==> config.mk <==
export PLATFORM = sky130hd
export DESIGN_NAME = split_issue_sched
export DESIGN_NICKNAME = d
export VERILOG_FILES = /design/src/rtl/split_issue_sched.sv
export SDC_FILE = /design/constraint.sdc
export NUM_CORES = 1
export LEC_CHECK = 0
export BUFFER_PORTS_ARGS = -buffer_cell sky130_fd_sc_hd__buf_4
export CAP_MARGIN = 0
export CORE_ASPECT_RATIO = 0.6
export CORE_UTILIZATION = 44
export CTS_BUF_LIST = sky130_fd_sc_hd__clkbuf_4
export CTS_CLUSTER_SIZE = 28
export DETAILED_ROUTE_END_ITERATION = 10
export GPL_ROUTABILITY_DRIVEN = 1
export PLACE_DENSITY = 0.75
export SYNTH_ARGS = -nofsm -noshare
export SYNTH_HDL_FRONTEND = slang
export SYNTH_SLANG_ARGS = --single-unit
==> constraint.sdc <==
create_clock -name clk -period 2.8 [get_ports clk]
set_input_delay 0.28 -clock clk [delete_from_list [all_inputs] [get_ports clk]]
set_output_delay 0.28 -clock clk [all_outputs]
set_load 0.01 [all_outputs]
==> src/rtl/split_issue_sched.sv <==
`timescale 1ns/1ps
module split_issue_sched #(
  parameter int TAG_W    = 6,
  parameter int PAY_W    = 8,
  parameter int Q0_DEPTH = 4,
  parameter int Q1_DEPTH = 4
) (
  input  logic             clk,
  input  logic             rst_n,
  input  logic             disp_valid,
  input  logic [PAY_W-1:0] disp_payload,
  input  logic [TAG_W-1:0] disp_src0_tag,
  input  logic             disp_src0_rdy,
  input  logic [TAG_W-1:0] disp_src1_tag,
  input  logic             disp_src1_rdy,
  output logic             disp_accept,
  output logic             q0_full,
  output logic             q1_full,
  input  logic             bcast_valid,
  input  logic [TAG_W-1:0] bcast_tag,
  output logic             issue_valid,
  output logic [PAY_W-1:0] issue_payload,
  output logic             issue_from_q1
);
  localparam int I0_W = (Q0_DEPTH > 1) ? $clog2(Q0_DEPTH) : 1;
  localparam int I1_W = (Q1_DEPTH > 1) ? $clog2(Q1_DEPTH) : 1;

  logic [Q0_DEPTH-1:0] v0;
  logic [PAY_W-1:0]    p0 [Q0_DEPTH];
  logic [Q1_DEPTH-1:0] v1, ra, rb, rdy1;
  logic [TAG_W-1:0]    ta [Q1_DEPTH];
  logic [TAG_W-1:0]    tb [Q1_DEPTH];
  logic [PAY_W-1:0]    p1 [Q1_DEPTH];
  logic                turn;

  logic            to_q1, any0, any1, pick1, hit_a, hit_b;
  logic [I0_W-1:0] s0, f0;
  logic [I1_W-1:0] s1, f1;

  assign to_q1       = !(disp_src0_rdy && disp_src1_rdy);
  assign q0_full     = &v0;
  assign q1_full     = &v1;
  assign disp_accept = disp_valid && (to_q1 ? !q1_full : !q0_full);
  assign rdy1        = v1 & ra & rb;
  assign hit_a       = bcast_valid && (bcast_tag == disp_src0_tag);
  assign hit_b       = bcast_valid && (bcast_tag == disp_src1_tag);

  always_comb begin
    any0 = 1'b0; s0 = '0; f0 = '0;
    for (int i = Q0_DEPTH-1; i >= 0; i--) begin
      if (v0[i]) begin any0 = 1'b1; s0 = I0_W'(i); end
      else f0 = I0_W'(i);
    end
  end

  always_comb begin
    any1 = 1'b0; s1 = '0; f1 = '0;
    for (int i = Q1_DEPTH-1; i >= 0; i--) begin
      if (rdy1[i]) begin any1 = 1'b1; s1 = I1_W'(i); end
      if (!v1[i]) f1 = I1_W'(i);
    end
  end

  assign pick1         = any1 && (!any0 || turn);
  assign issue_valid   = any0 || any1;
  assign issue_from_q1 = pick1;
  assign issue_payload = pick1 ? p1[s1] : p0[s0];

  always_ff @(posedge clk) begin
    if (!rst_n) begin
      v0   <= '0;
      v1   <= '0;
      ra   <= '0;
      rb   <= '0;
      turn <= 1'b0;
    end else begin
      for (int i = 0; i < Q1_DEPTH; i++) begin
        if (v1[i] && bcast_valid && ta[i] == bcast_tag) ra[i] <= 1'b1;
        if (v1[i] && bcast_valid && tb[i] == bcast_tag) rb[i] <= 1'b1;
      end
      if (issue_valid) begin
        turn <= !pick1;
        if (pick1) v1[s1] <= 1'b0;
        else       v0[s0] <= 1'b0;
      end
      if (disp_accept && !to_q1) begin
        v0[f0] <= 1'b1;
        p0[f0] <= disp_payload;
      end
      if (disp_accept && to_q1) begin
        v1[f1] <= 1'b1;
        p1[f1] <= disp_payload;
        ta[f1] <= disp_src0_tag;
        tb[f1] <= disp_src1_tag;
        ra[f1] <= disp_src0_rdy || hit_a;
        rb[f1] <= disp_src1_rdy || hit_b;
      end
    end
  end
endmodule


==> results by group <==
GRT
  • Grt total ovfl: 0
  • Largest net degree at the start of global routing: 26
  • First-pass GRT wire length: 20700 um
  • Vias in the first global route: 3659
  • Initial antenna violation count: 0
  • Tot GR Track Use: 0.220

Pwr
  • Worst vdd ir: 0.278 mV
  • Pwr/cell area: 579 mW/mm2
  • Lkg Pwr: 2.33 nW

Clock tree
  • Longest Clk Path Bufs: 2
  • H-tree depth: 4
  • Root buf cell: clkbuf_4
  • CTS Buf Count: 17
  • Clock-pin slew on the worst setup and hold paths: 0.13 ns
  • Skew-Pair Late Insertion Delay: 0.55 ns
  • CTS tree: yes
  • CTS Sinks: 129

Final layout
  • Layout cells sized above 1: 0.215
  • Diode count: 0
  • Final nets: 516
  • Sequential Area: 0.00371 mm2
  • Commonest non-fill, non-tap cell in the layout: edfxtp_1
  • Filler cell count in the final layout: 984
  • Commonest cells after routing, fill and taps aside: 112 x edfxtp_1, 56 x buf_4, 46 x xor2_1, 21 x dlygate4sd3_1, 18 x clkbuf_4
  • Area of the multi-input gates: 0.00181 mm2
  • Area Overhead vs Synth: 20.8%
  • Final Cell Area: 0.00675 mm2

Worst hold path
  • Min-Delay Endpoint: ra[2]
  • Hold crit path type: in2reg
  • Hold depth: 3
  • Min-Delay Startpoint: disp_src0_rdy

Routing
  • DRT iter0 DRCs: 374
  • DRT antenna net count: 0
  • DR vias/cell: 5.77
  • Remaining routing DRC violations: 0
  • Drt total wl: 13400 um
  • TritonRoute pass-1 iters: 5
  • WL per Instance: 20.3 um
  • Via count: 3823

Synth
  • FFs w/ async S/R, synth: 0
  • Post-synth EDFFs: 112
  • Syn Area/Cell: 13.6 um2
  • Share of the synthesized area in the top cell type: 0.602
  • Post-synthesis sequential area ratio: 0.663
  • Top cells by area, synth: edfxtp_1 60%, xor2_1 7.2%, dfxtp_1 6.1%
  • FF+latch count, synth: 129
  • Cell area after synthesis: 0.00558 mm2
  • Main synth FF type: edfxtp_1
  • YS warnings: 0
  • Unique masters post-synth: 45
  • Synth Net Count: 443
  • Cells after Synth: 411
  • Cell taking the most area after synthesis: edfxtp_1

Worst setup path
  • Bufs and invs on worst path: 1
  • CP endpoint kind: output port
  • Slowest cell on crit path: and3_1
  • R2R Path End: p1[2][4]
  • CP top delay family: simple AND/OR/NAND/NOR gates
  • Worst EP required: 2.52 ns
  • R2R cell count: 3
  • Critical Path AT: 2.35 ns
  • Reg2Reg Setup Slack: 0.83 ns
  • Startpoint types: register
  • Crit-path cells: and3_1 > nor2_1 > a21oi_1 > a32oi_1 > buf_4
  • Crit path max fanout: 12
  • Kind of critical path: reg2out
  • Crit path largest cell delay: 0.54 ns
  • R2R Path Start: v1[1]

Placement
  • IO Port Bufs: 44
  • DP Area: 0.00615 mm2
  • Hpwl dp: 9270 um
  • Routability cong.: 0.828

Floorplan
  • DIE HEIGHT: 89.3 um
  • Die ar.: 0.0132 mm2
  • Chip Width: 147 um
  • Site Rows: 31
  • # IOs: 45
  • Initial core utilization: 0.457
  • Core footprint: 0.0122 mm2

Timing
  • Worst slew pin tran: 0.781 ns
  • Period utilization: 0.940
  • Clk_skew: 0.0264 ns
  • RSZ-0062 raised after global routing: no
  • Tmin final: 2.63 ns
  • Max Slew Vio Count: 0
  • Setup Viol. Count Final: 0
  • Final hold vios: 0
  • Rel. slew slack: 0.477
  • Achievable Freq: 0.380 GHz
  • Setup_tns: 0 ns

Run
  • Max-Cap Viols: 0

Status
  • Status: complete, no violations
-- where the power goes --
part / leakage (nW) / switching, W / internal [W]
Sequential: 1.15 / 0.0000187 / 0.00212
Clock: 0.174 / 0.000713 / 0.000807
Combinational: 1.00 / 0.000144 / 0.000110
-- routing by layer --
layer	share of wire	up-vias	global-route usage
li1	-	1736	-
met1	0.47	1878	0.329
met2	0.41	194	0.304
met3	0.10	15	0.0653
met4	0.010	0	0.0694
met5	0	-	0
-- worst max path at each step --
stage	startpoint	to	slack [ns]	cells after the start
global route	v0[3]	issue_payload[7]	0.03	5
global placement	v0[2]	issue_payload[3]	0.61	5
finish	v1[1]	issue_payload[1]	0.17	5
detailed placement	v1[2]	issue_payload[6]	0.54	5
CTS	v1[0]	issue_payload[2]	0.02	5
floorplan	rst_n	p1[0][0]	0.23	3
-- repair_timing --
item                                    4_1_cts  5_1_grt
hold endpoints to repair                    112        2
setup buffers                                 0        1
hold buffers                                 20        1
pin swaps                                     0        1
gates resized for setup                       3        5
endpoints found under the setup margin        4        8
-- cell families (layout without fill, tap and decap cells) --
logic type             after synthesis  in the layout  share of synthesized area
AND/OR/NAND/NOR                    107            107                      0.108
AO/OA/AOI/OAI                       84             84                      0.108
XOR/XNOR                            60             60                     0.0941
buffers and inverters               31            117                     0.0264
flip-flops                         129            129                      0.663
-- sequential cells by signal, summed over array words and instances (netlist names) --
signal and count:
p0 32, p1 32, ta 24, tb 24, ra 4, rb 4, v0 4, v1 4
turn 1
-- tightest hold or removal path, cell delays in order --
cell	delay (ns)
buf_4	0.10
a41oi_1	0.10
a211oi_1	0.23
-- per-stage QoR --
stage | utilization | worst slack, ns | hold WS, ns | total power [W] | std cells
after global routing | 0.552 | 0.0276 | 0.220 | 0.00404 | 662
after global placement | 0.504 | 0.614 | 0.505 | 0.00240 | 608
final | 0.552 | 0.168 | 0.224 | 0.00391 | 662
after detailed placement | 0.504 | 0.545 | 0.505 | 0.00240 | 608
after floorplan | - | 0.233 | 0.379 | 0.00229 | 411
after CTS | 0.549 | 0.0238 | 0.0112 | 0.00392 | 660
-- cell type report --
type	count	area share
tap	165	0.0306
sequential	129	0.549
timing repair buffer	78	0.0965
clock buffer	18	0.0200
inverter	7	0.00390
multi-input combinational	251	0.268
clock inverter	14	0.0313
-- cell usage after synthesis, types with 3 or more instances --
master / count
a211o_1: 4
a211oi_1: 9
a21o_1: 4
a21oi_1: 15
a221oi_1: 13
a22o_1: 4
a31oi_1: 3
a32oi_1: 4
a41oi_1: 3
and3_1: 5
buf_2: 13
clkbuf_1: 8
dfxtp_1: 17
edfxtp_1: 112
inv_1: 6
nand2_1: 13
nand3_1: 8
nand4_1: 14
nor2_1: 16
nor2b_1: 10
nor3_1: 16
nor4_1: 12
o21ai_0: 13
o22ai_1: 4
o32a_1: 4
xnor2_1: 14
xor2_1: 46
(Power assumes the default switching activity.)
